`src/rtl/ctr_readback_pkg.sv`:
```
package ctr_readback_pkg;
    localparam int NUM_CTR = 3;
    localparam int BYTE_W  = 8;
    localparam int CNT_W   = 2 * BYTE_W;

    typedef enum logic [1:0] {
        RW_NONE = 2'b00,
        RW_LO   = 2'b01,
        RW_HI   = 2'b10,
        RW_BOTH = 2'b11
    } rw_sel_e;

    typedef struct packed {
        logic [CNT_W-1:0]  count;
        logic [CNT_W-1:0]  cnt_lat;
        logic [BYTE_W-1:0] sts_lat;
        logic [BYTE_W-1:0] stage;
        rw_sel_e           rw;
        logic              ext;
        logic              newcnt;
        logic              cnt_full;
        logic              sts_full;
        logic              wr_ptr;
        logic              rd_ptr;
    } chan_state_t;
endpackage

```
`src/rtl/ctr_readback_tick.sv`:
```
module ctr_readback_tick #(
    parameter int NUM      = 3,
    parameter int PRESCALE = 4
) (
    input  logic           clk,
    input  logic           rst_n,
    input  logic           pd_i,
    input  logic [NUM-1:0] ext_clk_i,
    output logic           int_tick_o,
    output logic [NUM-1:0] ext_rise_o
);
    localparam int PW = (PRESCALE > 1) ? $clog2(PRESCALE) : 1;
    localparam logic [PW-1:0] PRE_LAST = PW'(PRESCALE - 1);

    typedef struct packed {
        logic [PW-1:0]  pre;
        logic           tick;
        logic [NUM-1:0] s1;
        logic [NUM-1:0] s2;
        logic [NUM-1:0] prev;
        logic [NUM-1:0] rise;
    } tick_state_t;

    tick_state_t tk_d, tk_q;

    always_comb begin
        tk_d      = tk_q;
        tk_d.s1   = ext_clk_i;
        tk_d.s2   = tk_q.s1;
        tk_d.prev = tk_q.s2;
        tk_d.rise = tk_q.s2 & ~tk_q.prev;
        tk_d.tick = 1'b0;
        if (!pd_i) begin
            if (tk_q.pre == PRE_LAST) begin
                tk_d.pre  = '0;
                tk_d.tick = 1'b1;
            end else begin
                tk_d.pre = tk_q.pre + 1'b1;
            end
        end
    end

    always_ff @(posedge clk or negedge rst_n) begin
        if (!rst_n) tk_q <= '0;
        else        tk_q <= tk_d;
    end

    assign int_tick_o = tk_q.tick;
    assign ext_rise_o = tk_q.rise;

    assert_pd_stops_tick_R10: assert property (@(posedge clk) disable iff (!rst_n)
        pd_i |=> !int_tick_o);
endmodule

```
`src/rtl/ctr_readback_chan.sv`:
```
module ctr_readback_chan
    import ctr_readback_pkg::*;
(
    input  logic              clk,
    input  logic              rst_n,
    input  logic              tick_i,
    input  logic              ctl_wr_i,
    input  rw_sel_e           ctl_rw_i,
    input  logic              ctl_ext_i,
    input  logic              data_wr_i,
    input  logic              data_rd_i,
    input  logic [BYTE_W-1:0] wbyte_i,
    input  logic              rb_cnt_i,
    input  logic              rb_sts_i,
    output logic [BYTE_W-1:0] rbyte_o,
    output logic              ext_sel_o
);
    chan_state_t ch_d, ch_q;
    logic [CNT_W-1:0]  src;
    logic [BYTE_W-1:0] status;
    logic              load;

    always_comb begin
        ch_d   = ch_q;
        load   = 1'b0;
        status = {ch_q.ext, ch_q.newcnt, ch_q.rw, 4'b0000};
        src    = ch_q.cnt_full ? ch_q.cnt_lat : ch_q.count;

        if (ch_q.sts_full) begin
            rbyte_o = ch_q.sts_lat;
        end else begin
            case (ch_q.rw)
                RW_LO:   rbyte_o = src[BYTE_W-1:0];
                RW_HI:   rbyte_o = src[CNT_W-1:BYTE_W];
                default: rbyte_o = ch_q.rd_ptr ? src[CNT_W-1:BYTE_W] : src[BYTE_W-1:0];
            endcase
        end

        if (ctl_wr_i) begin
            ch_d.rw       = ctl_rw_i;
            ch_d.ext      = ctl_ext_i;
            ch_d.cnt_full = 1'b0;
            ch_d.sts_full = 1'b0;
            ch_d.wr_ptr   = 1'b0;
            ch_d.rd_ptr   = 1'b0;
            ch_d.newcnt   = 1'b0;
        end else begin
            if (data_rd_i) begin
                if (ch_q.sts_full) begin
                    ch_d.sts_full = 1'b0;
                end else if (ch_q.rw == RW_BOTH && !ch_q.rd_ptr) begin
                    ch_d.rd_ptr = 1'b1;
                end else begin
                    ch_d.rd_ptr   = 1'b0;
                    ch_d.cnt_full = 1'b0;
                end
            end
            if (rb_sts_i && !ch_q.sts_full) begin
                ch_d.sts_full = 1'b1;
                ch_d.sts_lat  = status;
            end
            if (rb_cnt_i && !ch_q.cnt_full) begin
                ch_d.cnt_full = 1'b1;
                ch_d.cnt_lat  = ch_q.count;
            end
        end

        if (data_wr_i) begin
            case (ch_q.rw)
                RW_LO: begin
                    ch_d.count = {{BYTE_W{1'b0}}, wbyte_i};
                    load       = 1'b1;
                end
                RW_HI: begin
                    ch_d.count = {wbyte_i, {BYTE_W{1'b0}}};
                    load       = 1'b1;
                end
                default: begin
                    if (!ch_q.wr_ptr) begin
                        ch_d.stage  = wbyte_i;
                        ch_d.wr_ptr = 1'b1;
                    end else begin
                        ch_d.count  = {wbyte_i, ch_q.stage};
                        ch_d.wr_ptr = 1'b0;
                        load        = 1'b1;
                    end
                end
            endcase
            if (load) ch_d.newcnt = 1'b1;
        end

        if (!load && tick_i) begin
            ch_d.count  = ch_q.count - 1'b1;
            ch_d.newcnt = 1'b0;
        end
    end

    always_ff @(posedge clk or negedge rst_n) begin
        if (!rst_n) begin
            ch_q    <= '0;
            ch_q.rw <= RW_BOTH;
        end else begin
            ch_q <= ch_d;
        end
    end

    assign ext_sel_o = ch_q.ext;

    assert_sts_latch_hold_R4: assert property (@(posedge clk) disable iff (!rst_n)
        (ch_q.sts_full && !data_rd_i && !ctl_wr_i) |=> (ch_q.sts_full && $stable(ch_q.sts_lat)));

    assert_cnt_latch_hold_R4: assert property (@(posedge clk) disable iff (!rst_n)
        (ch_q.cnt_full && !data_rd_i && !ctl_wr_i) |=> (ch_q.cnt_full && $stable(ch_q.cnt_lat)));

    assert_status_read_keeps_count_R6: assert property (@(posedge clk) disable iff (!rst_n)
        (ch_q.sts_full && data_rd_i && !ctl_wr_i) |=> $stable(ch_q.cnt_full));

    assert_program_clears_R8: assert property (@(posedge clk) disable iff (!rst_n)
        ctl_wr_i |=> (!ch_q.cnt_full && !ch_q.sts_full && !ch_q.rd_ptr && !ch_q.wr_ptr));

    assert_count_idle_R10: assert property (@(posedge clk) disable iff (!rst_n)
        (!tick_i && !data_wr_i) |=> $stable(ch_q.count));
endmodule

```
`src/rtl/ctr_readback_port.sv`:
```
module ctr_readback_port
    import ctr_readback_pkg::*;
#(
    parameter int PRESCALE = 4
) (
    input  logic                clk,
    input  logic                rst_n,
    input  logic                wr_en,
    input  logic                rd_en,
    input  logic [1:0]          addr,
    input  logic [BYTE_W-1:0]   wdata,
    output logic [BYTE_W-1:0]   rdata,
    input  logic                pd,
    input  logic [NUM_CTR-1:0]  ext_clk
);
    localparam logic [1:0] CTL_ADDR = 2'd3;
    localparam logic [1:0] RB_CODE  = 2'b11;

    logic [NUM_CTR-1:0] ctl_wr, data_wr, data_rd, rb_cnt, rb_sts, ext_sel, tick, ext_rise;
    logic [BYTE_W-1:0]  rbyte [NUM_CTR];
    logic               int_tick, is_ctl, is_rb;

    assign is_ctl = wr_en && (addr == CTL_ADDR);
    assign is_rb  = is_ctl && (wdata[7:6] == RB_CODE);

    always_comb begin
        for (int i = 0; i < NUM_CTR; i++) begin
            ctl_wr[i]  = is_ctl && !is_rb && (wdata[7:6] == 2'(i)) && (wdata[5:4] != 2'b00);
            data_wr[i] = wr_en && (addr == 2'(i));
            data_rd[i] = rd_en && !wr_en && (addr == 2'(i));
            rb_cnt[i]  = is_rb && wdata[5] && wdata[i];
            rb_sts[i]  = is_rb && wdata[4] && wdata[i];
        end
    end

    ctr_readback_tick #(.NUM(NUM_CTR), .PRESCALE(PRESCALE)) tick_i (
        .clk        (clk),
        .rst_n      (rst_n),
        .pd_i       (pd),
        .ext_clk_i  (ext_clk),
        .int_tick_o (int_tick),
        .ext_rise_o (ext_rise)
    );

    for (genvar g = 0; g < NUM_CTR; g++) begin : g_chan
        assign tick[g] = ext_sel[g] ? ext_rise[g] : int_tick;

        ctr_readback_chan chan_i (
            .clk       (clk),
            .rst_n     (rst_n),
            .tick_i    (tick[g]),
            .ctl_wr_i  (ctl_wr[g]),
            .ctl_rw_i  (rw_sel_e'(wdata[5:4])),
            .ctl_ext_i (wdata[0]),
            .data_wr_i (data_wr[g]),
            .data_rd_i (data_rd[g]),
            .wbyte_i   (wdata),
            .rb_cnt_i  (rb_cnt[g]),
            .rb_sts_i  (rb_sts[g]),
            .rbyte_o   (rbyte[g]),
            .ext_sel_o (ext_sel[g])
        );
    end

    always_comb begin
        rdata = '0;
        for (int i = 0; i < NUM_CTR; i++) begin
            if (addr == 2'(i)) rdata = rbyte[i];
        end
    end
endmodule

```
`config.mk`:
```
export PLATFORM = sky130hd
export DESIGN_NAME = ctr_readback_port
export DESIGN_NICKNAME = d
export VERILOG_FILES = /design/src/rtl/ctr_readback_pkg.sv /design/src/rtl/ctr_readback_tick.sv /design/src/rtl/ctr_readback_chan.sv /design/src/rtl/ctr_readback_port.sv
export SDC_FILE = /design/constraint.sdc
export NUM_CORES = 1
export LEC_CHECK = 0
export ABC_AREA = 1
export BUFFER_PORTS_ARGS = -buffer_cell sky130_fd_sc_hd__buf_2
export CAP_MARGIN = 10
export CORE_MARGIN = 4
export CORE_UTILIZATION = 55
export DETAILED_ROUTE_END_ITERATION = 8
export PLACE_DENSITY = 0.83
export SKIP_LAST_GASP = 1
export SYNTH_ARGS = -nofsm -noshare
export SYNTH_HDL_FRONTEND = slang
export SYNTH_SLANG_ARGS = --single-unit
export TNS_END_PERCENT = 20
```
`constraint.sdc`:
```
create_clock -name clk -period 4.4 [get_ports clk]
set_clock_uncertainty 0.05 [all_clocks]
set_input_delay 0.44 -clock clk [delete_from_list [all_inputs] [get_ports clk]]
set_output_delay 0.44 -clock clk [all_outputs]
set_load 0.01 [all_outputs]
```
# == Word level (Yosys, flattened, before mapping) ==
# Index checks and enable logic that the tools add are counted.
# W data, S select, Z words.
# word_totals
ff_bits,171
wordCells,267
# classes
eq_ne,25
n_addsub,4
n_reduce_logical,89
n_mux,99
n_bitwise,11
# ops
op,count
$mux W16,12
$pmux W16 S2,3
$mux W8,9
$mux W1,65
$pmux W8 S2,3
$sub A16 B1 Y16 const B,3
$logic_and A1 B1 Y1,36
$reduce_and A2 Y1,12
$eq A2 B2 Y1 const B,11
$ne A3 B2 Y1 const B,6
$reduce_and A3 Y1,6
$reduce_bool A3 Y1,6
$logic_not A1 Y1,14
$mux W2,7
$reduce_bool A2 Y1,7
$reduce_bool A4 Y1,3
$eq A2 B1 Y1 const B,5
$not A1 Y1,9
$ne A2 B1 Y1 const B,3
$reduce_or A2 Y1,3
$logic_not A2 Y1,2
$and A3 B3 Y3,1
$not A3 Y3,1
$add A2 B1 Y2 const B,1

# == Depth between registers and ports, before layout ==
# depth
word_depth,11
mapped_depth,12

# == Hierarchy ==
# Synthesis repeated with hierarchy kept, for this count alone.
# unflattened
hier_cells,1235
hier_area_um2,9439.1
# modules_own_cells
mod,area_per_inst_um2,instances,cells_per_inst,seq_area_each_um2
ctr_readback_chan (g_chan[0].chan_i ...),2825.2,2,372,1303.8
ctr_readback_chan (g_chan[2].chan_i),2992.9,1,380,1303.8
ctr_readback_tick,470.5,1,35,375.4
ctr_readback_port,325.3,1,76,0.0

# == Least setup slack after synthesis ==
# OpenSTA, ideal clock, no wires.
# synth_timing
path_kind,flip-flop to output port
from,register g_chan[2].chan_i.ch_q[6] in the netlist's numbering
to,output rdata[0]
t_arrival_ns,1.852
path_slack_ns,2.058
n_path_buf,1
required_ns,3.910
path_stages_with_launch,10
cell_sequence,dfstp_2 > inv_1 > ha_1 > inv_1 > clkbuf_1 > nand2_1 > o21ai_0 > o22ai_1 > nand2_1 > nand3_1
# synth_between
elab_chain_len,4
# synth_lines
item,line,rtl
from (decl),ctr_readback_chan.sv:18,"chan_state_t ch_d, ch_q;"
from (signal assigned),ctr_readback_chan.sv:103,ch_q <= ch_d;
$eq A2 B2 Y1 or $eq A2 B1 Y1 (tied branches),ctr_readback_chan.sv:32,case (ch_q.rw)
$pmux W8 S2 *,ctr_readback_chan.sv:32,
$mux W8 *,ctr_readback_chan.sv:29,if (ch_q.sts_full) begin
$mux W8 *,ctr_readback_port.sv:68,if (addr == 2'(i)) rdata = rbyte[i];
to (decl),ctr_readback_port.sv:12,"output logic [BYTE_W-1:0] rdata,"
# Every way passes the cells marked *; elsewhere a longest branch is shown, timed or not.

# == Worst setup path in the final report ==
# layout_timing
from,register g_chan[0].chan_i.ch_q[6] in the netlist's numbering
to,output rdata[5]
# layout_between
elab_chain_len,6
# layout_lines
item,line
from (decl),ctr_readback_chan.sv:18
from (signal assigned),ctr_readback_chan.sv:103
$eq A2 B2 Y1 or $eq A2 B1 Y1 (tied branches),ctr_readback_chan.sv:32
$pmux W8 S2 *,ctr_readback_chan.sv:32
$mux W8 *,ctr_readback_chan.sv:29
$mux W8 * (3 in series),ctr_readback_port.sv:68
# Marked as above.

==> metrics.yaml <==
clkSinkCount: 171
worstSetupPathType: "reg2out"
synth-edff-count: 0
cp_cell_sequence: "inv_1, ha_1, o21ai_0, inv_1, nand2_1, nand3_1, nand2_1, nand2_1, inv_1, nand2_1, buf_2"
die_h_um: 140
dp_slack_ns: 1.46
antenna_cells: 0
utilization_pct: 60.7
grt_pass1_vias: 8412
row_count: 48
wl_per_cell_um: 15.7
setup_tns_ns: 0
r2r_cells: 11
cts_setup_buffers: 0
worstPathMaxFanout: 12
dpl.cell_count: 1580
cts_buffers: 17
worstSetupEndpointType: "output pin"
root_buffer: "clkbuf_16"
die-area_mm2: 0.0197
area_delta_synth_final_pct: 8.53
holdBufCountCts: 0
grt_max_degree: 96
synth.ff_latch_count: 171
layout_commonest_cell: "nand2_1"
fin_nets: 1405
slowest_stage: "o21ai_0"
hp-class: "in2async"
htreeDepth: 4
place_congestion: 0.925
max-slew-margin-rel_pct: 37.7
yosys.area.top_type_share_pct: 42.8
arrival_ns: 2.89
ant_nets: 0
finalSetupViolCount: 0
status: "complete, no violations"
via_per_inst: 5.62
slew_viol_final: 0
num_vias: 9056
syn_area_mm2: 0.00965
gr-usage-all-layers_pct: 26.5
cts_resized: 0
layout.cells.non_filler: 1612
critPathLaunchType: "flop"
grt_first_pass_wirelength_mm: 42.0
synth_area_leaders: "dfrtp_1 43%, nand2_1 18%, o21ai_0 7.8%"
finalWirelength_mm: 25.3
synth_top_area_cell: "dfrtp_1"
cp_common_cell: "nand2_1"
cellPowerDensity_mw_per_mm2: 598
synth.avg_cell_area_um2: 7.04
ios: 26
die_w_um: 140
slowest_delay_ns: 0.60
hold_viol_final: 0
drc: 0
io_buffers: 25
drtPass1Iterations: 6
synth.distinct_cells: 33
post-route-period-util_pct: 76.8
cts_tree: "done"
drv_cap: 0
drt_iter0_markers: 847
clkTransAtPathRegs_ns: 0.07
path_depth: 11
worstSkewPairLatency_ns: 0.43
dpl.hpwl_mm: 18.2
synth_nets: 1402
cp_data_required_time_ns: 3.91
grt_overflow: 0
coreArea_mm2: 0.0172
ys_seq_area_share_pct: 44.4
worst_pin_slew_ns: 0.935
antenna_found_initial: 0
clk_path_buf_depth: 2
drive_above_1_share_pct: 5.77
regToRegSetupSlack_ns: 1.39
power_leakage_nw: 5.24
synthCells: 1371
cp_top_family: "compound AO/OA/AOI/OAI gates"
worst-path-buf-inv: 4
rsz0062_at_grt: "no"
synth_flop_cell: "dfrtp_1"
initial_core_util_pct: 56.0
worst_slack_ns: 1.02
ys_async_sr_fraction_pct: 100
min_period_ns: 3.38
clock.fmax_mhz: 296
layout_common_cells: "450 x nand2_1, 168 x inv_1, 165 x dfrtp_1"
ir_drop_mv: 0.375
yosysWarnings: 0
registers in the layout, summed over array words and instances, names as in the netlist:
register and cells:
g_chan.chan_i.ch_q 153, g_chan.chan_i.ext_sel_o 3, tick_i.ext_rise_o 3, tick_i.int_tick_o 1
tick_i.tk_d 6, tick_i.tk_q 5
Yosys cell counts (2+ instances only):
library cell	n
buf_2	7
a21o_1	2
a21oi_1	50
dfrtp_1	165
o21ai_1	9
nand4_1	9
nor3_2	2
o211ai_1	11
o221ai_1	4
ha_1	13
inv_1	168
o211a_1	2
nor3_1	5
nor3_4	5
nand2_1	450
inv_2	6
clkbuf_1	26
dfstp_2	6
clkinv_1	2
o22ai_1	18
nand3_1	99
xor2_1	6
nor2_1	134
o21ai_0	151
buf_6	6
nor2_2	2
buf_1	2
a22oi_1	6
where the power goes:
part | internal (W) | total (W) | switching (W)
logic | 0.000731 | 0.00213 | 0.00140
clock network | 0.000886 | 0.00153 | 0.000643
registers | 0.00208 | 0.00261 | 0.000533
cell families after synthesis:
group                      after synthesis  share of synthesized area, %
adders and majority gates               13                          1.69
xor gates and xnor gates                 6                         0.545
and+or+nand+nor                        709                          30.1
AOI/OAI and AO/OA                      254                          14.2
buffers and inverters                  218                          9.05
DFF                                    171                          44.4
per-layer routing:
layer	GRT usage (%)	vias up	wire length, µm
met5	0	-	0
met4	8.31	0	665
li1	-	4394	-
met3	5.53	69	1810
met1	35.9	4211	10900
met2	43.1	382	11900
stage by stage:
stage | total power [W] | hold slack [ns] | instance area (µm²)
6_report | 0.00627 | 0.0544 | 10500
5_1_grt | 0.00673 | 0.0448 | 10500
4_1_cts | 0.00623 | 0.0507 | 10500
3_5_place_dp | 0.00469 | 0.290 | 9870
3_3_place_gp | 0.00461 | 0.286 | 9870
2_1_floorplan | 0.00403 | 0.0944 | 9650
worst register-to-register path, stage by stage, from the launching register on:
cell and delay, ns:
dfstp_2 0.57, inv_1 0.05, ha_1 0.51, inv_1 0.25
nor2_1 0.27, inv_1 0.06, nand2_1 0.38, nand2_1 0.36
inv_1 0.23, nand2_1 0.07, nand3_1 0.08, inv_1 0.04
area by class of cell:
type / instances / area [µm²]
Multi-Input combinational cell: 982 / 4490
Sequential cell: 171 / 4290
Clock buffer: 20 / 467
Inverter: 176 / 661
Tap cell: 225 / 282
Fill cell: 1542 / 6770
Clock inverter: 12 / 136
Timing Repair Buffer: 26 / 151
worst paths after layout:
check,start,to
setup reg to reg,g_chan[2].chan_i.ch_q[6],g_chan[2].chan_i.ch_q[51]
min in group clk,ext_clk[1],tick_i.tk_d[7]
hold / removal,rst_n,g_chan[2].chan_i.ch_q[51]
setup / recovery,g_chan[0].chan_i.ch_q[6],rdata[5]
max in group asynchronous,rst_n,g_chan[0].chan_i.ch_q[6]
hold reg to reg,tick_i.tk_d[8],tick_i.tk_d[5]
(Power assumes the default switching activity.)
